[src/rtl/wgc_pkg.sv]
package wgc_pkg;

    typedef enum logic [2:0] {
        ST_AWAKE    = 3'd0,
        ST_DOZE_INT = 3'd1,
        ST_DOZE_EVT = 3'd2,
        ST_RESUME   = 3'd3,
        ST_RETIRE   = 3'd4
    } wgc_state_t;

    localparam int unsigned WGC_INT_SRCS = 3;
    localparam int unsigned WGC_EVT_SRCS = 4;

endpackage

[src/rtl/wgc_wake_merge.sv]
module wgc_wake_merge #(
    parameter int unsigned INT_W = 3,
    parameter int unsigned EVT_W = 4
) (
    input  logic [INT_W-1:0] int_src,
    input  logic [EVT_W-1:0] evt_src,
    output logic             int_wake,
    output logic             evt_wake
);

    logic [INT_W:0] int_chain;
    logic [EVT_W:0] evt_chain;

    assign int_chain[0] = 1'b0;
    assign evt_chain[0] = 1'b0;

    for (genvar i = 0; i < INT_W; i++) begin : g_int
        assign int_chain[i+1] = int_chain[i] | int_src[i];
    end

    for (genvar j = 0; j < EVT_W; j++) begin : g_evt
        assign evt_chain[j+1] = evt_chain[j] | evt_src[j];
    end

    assign int_wake = int_chain[INT_W];
    assign evt_wake = evt_chain[EVT_W];

endmodule

[src/rtl/wgc_event_latch.sv]
module wgc_event_latch (
    input  logic clk,
    input  logic rst_n,
    input  logic set_i,
    input  logic clr_i,
    output logic pending_o
);

    logic pend_q;

    always_ff @(posedge clk or negedge rst_n) begin
        if (!rst_n) begin
            pend_q <= 1'b0;
        end else if (clr_i) begin
            pend_q <= 1'b0;
        end else if (set_i) begin
            pend_q <= 1'b1;
        end
    end

    assign pending_o = pend_q;

    AST_CLEAR_WINS: assert property (@(posedge clk) disable iff (!rst_n)
        clr_i |=> !pend_q) else $error("consume did not clear flag");

    AST_SET_STICKS: assert property (@(posedge clk) disable iff (!rst_n)
        (pend_q && !clr_i) |=> pend_q) else $error("flag lost");

endmodule

[src/rtl/wgc_fsm.sv]
module wgc_fsm
    import wgc_pkg::*;
(
    input  logic clk,
    input  logic rst_n,
    input  logic wfi_req,
    input  logic wfe_req,
    input  logic int_wake,
    input  logic evt_wake,
    input  logic ev_pending,
    output logic clk_en,
    output logic asleep,
    output logic done,
    output logic ev_clr
);

    wgc_state_t state_q;
    wgc_state_t state_d;

    always_comb begin
        state_d = state_q;
        unique case (state_q)
            ST_AWAKE: begin
                if (wfi_req) begin
                    state_d = int_wake ? ST_RETIRE : ST_DOZE_INT;
                end else if (wfe_req) begin
                    state_d = (int_wake || evt_wake || ev_pending) ? ST_RETIRE : ST_DOZE_EVT;
                end
            end
            ST_DOZE_INT: begin
                if (int_wake) state_d = ST_RESUME;
            end
            ST_DOZE_EVT: begin
                if (int_wake || evt_wake) state_d = ST_RESUME;
            end
            ST_RESUME: state_d = ST_RETIRE;
            ST_RETIRE: state_d = ST_AWAKE;
            default:   state_d = ST_AWAKE;
        endcase
    end

    always_ff @(posedge clk or negedge rst_n) begin
        if (!rst_n) state_q <= ST_AWAKE;
        else        state_q <= state_d;
    end

    always_comb begin
        clk_en = 1'b1;
        asleep = 1'b0;
        done   = 1'b0;
        ev_clr = 1'b0;
        unique case (state_q)
            ST_AWAKE: begin
                ev_clr = wfe_req && !wfi_req;
            end
            ST_DOZE_INT: begin
                clk_en = 1'b0;
                asleep = 1'b1;
            end
            ST_DOZE_EVT: begin
                clk_en = 1'b0;
                asleep = 1'b1;
                ev_clr = int_wake || evt_wake;
            end
            ST_RESUME: begin
                clk_en = 1'b1;
            end
            ST_RETIRE: begin
                done = 1'b1;
            end
            default: begin
                clk_en = 1'b1;
            end
        endcase
    end

    AST_DONE_AFTER_ENABLE: assert property (@(posedge clk) disable iff (!rst_n)
        done |-> $past(clk_en)) else $error("done without prior clock");

    AST_DONE_SINGLE: assert property (@(posedge clk) disable iff (!rst_n)
        done |=> !done) else $error("done longer than one cycle");

    AST_WFI_DEAF: assert property (@(posedge clk) disable iff (!rst_n)
        (state_q == ST_DOZE_INT && !int_wake) |=> asleep) else $error("WFI woke on event");

    AST_WFE_WAKES: assert property (@(posedge clk) disable iff (!rst_n)
        (state_q == ST_DOZE_EVT && (int_wake || evt_wake)) |=> (clk_en && !done)) else $error("WFE missed wake");

    AST_PENDING_NO_SLEEP: assert property (@(posedge clk) disable iff (!rst_n)
        (state_q == ST_AWAKE && wfe_req && !wfi_req && ev_pending) |=> (done && clk_en)) else $error("pending event slept");

    AST_BUSY_IGNORES: assert property (@(posedge clk) disable iff (!rst_n)
        (state_q == ST_RETIRE) |=> !asleep) else $error("request taken while busy");

endmodule

[src/rtl/wake_gate_ctrl.sv]
module wake_gate_ctrl
    import wgc_pkg::*;
(
    input  logic clk,
    input  logic rst_n,
    input  logic wfi_req,
    input  logic wfe_req,
    input  logic irq_req,
    input  logic dbg_req,
    input  logic rst_req,
    input  logic sev_bcast,
    input  logic sev_local,
    input  logic timer_evt,
    input  logic mon_clr_evt,
    output logic core_clk_en,
    output logic core_asleep,
    output logic instr_done
);

    logic [WGC_INT_SRCS-1:0] int_vec;
    logic [WGC_EVT_SRCS-1:0] evt_vec;
    logic int_wake;
    logic evt_wake;
    logic ev_pending;
    logic ev_clr;

    assign int_vec = {rst_req, dbg_req, irq_req};
    assign evt_vec = {mon_clr_evt, timer_evt, sev_local, sev_bcast};

    wgc_wake_merge #(
        .INT_W (WGC_INT_SRCS),
        .EVT_W (WGC_EVT_SRCS)
    ) u_merge (
        .int_src  (int_vec),
        .evt_src  (evt_vec),
        .int_wake (int_wake),
        .evt_wake (evt_wake)
    );

    wgc_event_latch u_evreg (
        .clk       (clk),
        .rst_n     (rst_n),
        .set_i     (evt_wake),
        .clr_i     (ev_clr),
        .pending_o (ev_pending)
    );

    wgc_fsm u_fsm (
        .clk        (clk),
        .rst_n      (rst_n),
        .wfi_req    (wfi_req),
        .wfe_req    (wfe_req),
        .int_wake   (int_wake),
        .evt_wake   (evt_wake),
        .ev_pending (ev_pending),
        .clk_en     (core_clk_en),
        .asleep     (core_asleep),
        .done       (instr_done),
        .ev_clr     (ev_clr)
    );

    AST_GATED_MEANS_ASLEEP: assert property (@(posedge clk) disable iff (!rst_n)
        (core_asleep && !irq_req && !dbg_req && !rst_req && wfe_req) |=> !instr_done) else $error("done while gated");

endmodule

[config.mk]
export PLATFORM = sky130hd
export DESIGN_NAME = wake_gate_ctrl
export DESIGN_NICKNAME = d
export VERILOG_FILES = /design/src/rtl/wgc_pkg.sv /design/src/rtl/wgc_wake_merge.sv /design/src/rtl/wgc_event_latch.sv /design/src/rtl/wgc_fsm.sv /design/src/rtl/wake_gate_ctrl.sv
export SDC_FILE = /design/constraint.sdc
export NUM_CORES = 1
export LEC_CHECK = 0
export ABC_AREA = 1
export BUFFER_PORTS_ARGS = -buffer_cell sky130_fd_sc_hd__buf_4
export CAP_MARGIN = 10
export CORE_AREA = 2 2 39 41
export DETAILED_ROUTE_END_ITERATION = 8
export DIE_AREA = 0 0 41 43
export PLACE_DENSITY = 0.54
export SLEW_MARGIN = 10
export SYNTH_ARGS = -nofsm -noshare
export SYNTH_HDL_FRONTEND = slang
export SYNTH_SLANG_ARGS = --single-unit
[constraint.sdc]
create_clock -name clk -period 1 [get_ports clk]
set_input_delay 0.25 -clock clk [delete_from_list [all_inputs] [get_ports clk]]
set_output_delay 0.25 -clock clk [all_outputs]
set_load 0.02 [all_outputs]
== Yosys cells after proc, flatten, opt, wreduce, memory -nomap -nowiden ==
Cells that the tools add are included.

* Equal/unequal tests: 7
* Mux-type cells: 13
* Bitwise operators: 5
* Reductions and logical operators: 8

{| class="wikitable"
|+ Operators with widths
! cell !! count
|-
| 3-bit 2-to-1 mux || 6
|-
| 3-bit case mux with 4 select lines || 1
|-
| 3-bit by 2-bit equality test with 1-bit output (second input constant) || 2
|-
| 1-bit 2-to-1 mux || 5
|-
| 1-bit OR || 5
|-
| 2-bit by 1-bit != test with 1-bit output (second input constant) || 2
|-
| 3-bit by 1-bit equality test with 1-bit output (second input constant) || 1
|-
| 3-bit equality test (second input constant) || 1
|-
| 3-bit logical NOT || 1
|-
| 3-bit != test (second input constant) || 1
|-
| 3-bit AND reduction || 1
|-
| 1-bit logical OR || 2
|-
| 1-bit case mux with 2 select lines || 1
|-
| 2-bit nonzero test || 1
|-
| 2-bit OR reduction || 1
|-
| 1-bit logical AND || 1
|-
| 1-bit logical NOT || 1
|}

* Register bits after elaboration: 4
* Output and inout port bits: 3

== Logic depth before layout (Yosys ltp) ==
* Word-level depth: 9
* Depth in mapped cells: 8

== Hierarchy ==
From an unflattened synthesis, not the netlist that was laid out.

* Cells, all modules: 48
* Area, all modules: 329.1 µm²

{| class="wikitable"
|+ By module, submodules not included
! module !! times used !! cells each !! area each (µm²)
|-
| wgc_fsm || 1 || 39 || 274.0
|-
| wgc_event_latch || 1 || 3 || 32.5
|-
| wgc_wake_merge || 1 || 6 || 22.5
|}

== Worst setup path after synthesis ==
No wires, ideal clock.

* Path kind: register to register
* From: reg u_fsm.state_q[2]
* To: reg u_fsm.state_q[0]
* Arrival: 1125 ps
* Setup slack: -191 ps
* Stages on the path, launching flop included: 8
* Path buffers: 0
* Cell sequence: dfrtp_1 > inv_1 > nand3_1 > nand2_1 > inv_2 > o21ai_0 > nand2_1 > nand2_1

* Cells in the longest elaborated chain, start to end: 3

{| class="wikitable"
|+ Ends and longest elaborated chain
! item !! line !! RTL
|-
| from (decl) || wgc_fsm.sv:17 || <nowiki>wgc_state_t state_q;</nowiki>
|-
| from (signal assigned) || wgc_fsm.sv:44 || <nowiki>else state_q <= state_d;</nowiki>
|-
| 3-bit by 2-bit equality test with 1-bit output, or another cell as far along || wgc_fsm.sv:22 || <nowiki>unique case (state_q)</nowiki>
|-
| 2-bit by 1-bit != test with 1-bit output (no source line) or 3-bit != test (tied branches) || n/a ||
|-
| 3-bit AND reduction (no source line) || n/a ||
|}

Parallel ways exist; a longest one is shown, timed or not.
A chain may end at the register's enable or synchronous reset.

== Worst setup path in the final report ==
* From: reg u_fsm.state_q[0]
* To: out core_clk_en

* Cells in the longest elaborated chain, start to end: 3

{| class="wikitable"
|+ Ends and longest elaborated chain
! item !! line !! RTL
|-
| 3-bit by 1-bit equality test with 1-bit output or 3-bit by 2-bit equality test with 1-bit output (tied branches) || wgc_fsm.sv:52 || <nowiki>unique case (state_q)</nowiki>
|-
| 2-bit OR reduction (no source line) (*) || n/a ||
|-
| 1-bit 2-to-1 mux (*) || wgc_fsm.sv:52 ||
|-
| to (decl) || wake_gate_ctrl.sv:15 || <nowiki>output logic core_clk_en,</nowiki>
|}

Mark *: on every way between the ends. The rest lies on a longest branch, timed or not.

==> metrics.yaml <==
power:
  power_switching_share_pct: 41.52
  leakagePower_nw: 0.3290
  p_clk_share_pct: 12.5
  power.density_nw_per_um2: 2561
  p_sw_w: 0.0006265
  p_seq_share_pct: 21.2
  vdd_drop_max_v: 0.0006183
  internal_power_w: 0.0008825
  combPwrFrac_pct: 66.3
  finalPower_w: 0.001509
floorplanning:
  dieArea_um2: 1763
  die_w_um: 41
  core-area_um2: 1384
  die_height_um: 43
  ios: 14
  rows: 14
  initial_utilization_pct: 22.06
outcome:
  status: "complete, but fails checks"
  violations: "setup timing"
drt:
  drt-initial-drc-count: 4
  routed_wl_um: 826
  num_vias: 411
  first_pass_iters: 2
  vias_per_cell: 4.194
  post_drt_wl_per_cell_um: 8.429
  ant_nets: 0
  drc: 0
synthesis:
  netlist_area_um2: 305.3
  synth_top_cell_area_share_pct: 32.79
  synth.area.top_cells: "dfrtp_1 33%, nand2_1 21%, nor2_1 11%"
  synth_warnings: 0
  ys_types: 12
  synth_top_area_cell: "dfrtp_1"
  ys_ff_latch: 4
  syn_avg_cell_area_um2: 5.760
  yosysSeqAreaShare_pct: 32.79
  syn_nets: 64
  postSynthCellCount: 53
global_routing:
  antenna_found_initial: 0
  grt_pass1_wl_um: 1414
  grt_max_degree: 6
  gr-usage-all-layers_pct: 12.46
  overflow: 0
  grt_pass1_vias: 370
min_path:
  hold_path_class: "in -> async"
timing:
  rsz0062_at_grt: "true"
  relSlewSlack_pct: 86.46
  setup_violations: 7
  fin_skew_ns: 0.002875
  fin_crit_sh_pct: 135.2
  worstMarginPinSlew_ns: 0.2024
  hold_ws_ns: 0.3581
  fmax_mhz: 739.9
  final.setup.worst_slack_ns: -0.3515
  finalCriticalPeriod_ns: 1.352
  final-max-slew-violation-count: 0
  finalHoldViolCount: 0
place:
  portBuffers: 13
  place_congestion: 0.7819
  hpwl_um: 608.7
final_layout:
  drive_gt1_share_pct: 46.34
  antennaDiodeCount: 0
  nets: 95
  area_growth_syn_to_layout_pct: 93.03
cts:
  cts_made_buffers: 3
  clkTransAtPathRegs_ns: 0.04
  clk_latency_ns: 0.23
  numClockSinks: 4
  htreeDepth: 1
  clockBufferDepth: 2
  cts_tree: "done"
  clockRootBuffer: "clkbuf_4"
setup_path:
  crit_chain: "inv_2, nor2_1, nand2_1, nand2_4, inv_4, buf_6"
  slowest_stage: "dfrtp_1"
  worst_ep_required_time_ns: 0.75
  cp_num_buf_inv: 3
  crit_family: "flip-flops"
  arrival_ns: 1.10
  start_kind: "flop"
  r2r_slack_ns: -0.26
  cp-end-kind: "output pin"
  slowest_delay_ns: 0.38
  worstSetupPathType: "reg -> out"
  path_max_fanout: 3
flow_run:
  cap_violations: 0
-- timing repair --
action                                  CTS  global route
pin swaps                                 3             0
setup buffers                             4             1
endpoints found under the setup margin    7             7
hold endpoints to repair                  4             0
hold buffers                              1             0
resized for setup                         5             1
-- cell families after synthesis --
logic type | count (synthesis) | synth area share [%]
buffers and inverters | 10 | 12.30
DFF | 4 | 32.79
AOI/OAI and AO/OA | 2 | 3.276
and+or+nand+nor | 37 | 51.64
-- cells in the mapped netlist --
| cell type | n |
|---|---|
| inv_1 | 8 |
| nor2_1 | 9 |
| o21ai_0 | 1 |
| nor3_1 | 4 |
| nand2_1 | 17 |
| a21oi_1 | 1 |
| and2_1 | 1 |
| dfrtp_1 | 4 |
| inv_2 | 2 |
| nand4_1 | 1 |
| nand3_1 | 4 |
| nand3b_1 | 1 |
-- power by group through the flow --
| stage | clock [W] | sequential [W] | combinational [W] |
|---|---|---|---|
| 3_3_place_gp | 0 | 0.000307 | 0.000776 |
| 4_1_cts | 0.000197 | 0.000316 | 0.000947 |
| 3_5_place_dp | 0 | 0.000308 | 0.000772 |
| 6_report | 0.000189 | 0.000320 | 0.00100 |
| 2_1_floorplan | 0 | 0.000296 | 0.000474 |
| 5_1_grt | 0.000222 | 0.000325 | 0.00111 |
-- state kept, by name (all words and copies together) (netlist names) --
name	cells
u_evreg.pending_o	1
u_fsm.state_q	3
-- layout make-up --
type	instances	area, um2
Fill cell	148	794.5
Timing Repair Buffer	26	205.2
Multi-Input combinational cell	39	200.2
Sequential cell	4	101.3
Inverter	10	40.04
Clock buffer	3	22.52
Tap cell	16	20.02
-- worst paths after layout --
path	from	endpoint	cells past startpoint
max in group asynchronous	rst_n	u_fsm.state_q[1]	2
worst min-delay path	rst_n	u_fsm.state_q[0]	2
min in group clk	wfi_req	u_evreg.pending_o	3
worst min register to register	u_evreg.pending_o	u_evreg.pending_o	2
worst max register to register	u_fsm.state_q[1]	u_fsm.state_q[2]	6
worst max-delay path	u_fsm.state_q[0]	core_clk_en	6
-- stage by stage --
step	setup TNS (ns)	cell area, um2	util [%]	setup slack [ns]	std cells
floorplan	-0.2031	325.3	-	-0.07837	53
detailed placement	-0.7924	495.5	35.80	-0.1444	89
global route	-2.497	589.3	42.59	-0.4244	98
finish	-1.886	589.3	42.59	-0.3515	98
global placement	-0.8707	495.5	35.80	-0.1501	89
CTS	-1.876	579.3	41.86	-0.3458	97
-- metal layers --
| metal | vias up | part of all wire, % | global-route usage, % |
|---|---|---|---|
| met4 | 0 | 0 | 8.000 |
| met1 | 184 | 43 | 13.87 |
| met5 | - | 0 | 0 |
| met3 | 0 | 2.5 | 4.712 |
| met2 | 7 | 54 | 18.75 |
| li1 | 220 | - | - |
-- cell usage in the layout (no fill, tap or decap) --
master and instances:
nor3_2 2, nand3b_1 1, nor2_1 9, dfrtp_2 1, nand4_1 1, nand3_1 3
buf_6 2, a21oi_1 1, inv_2 3, inv_1 6, o21ai_0 1, buf_4 23
clkbuf_4 3, nand2_2 1, nand3_4 1, dfrtp_1 3, nor3_1 2, nand2_4 1
and2_1 1, dlygate4sd3_1 1, nand2_1 15, inv_4 1
Note: power is estimated with default switching activity, not from simulation.
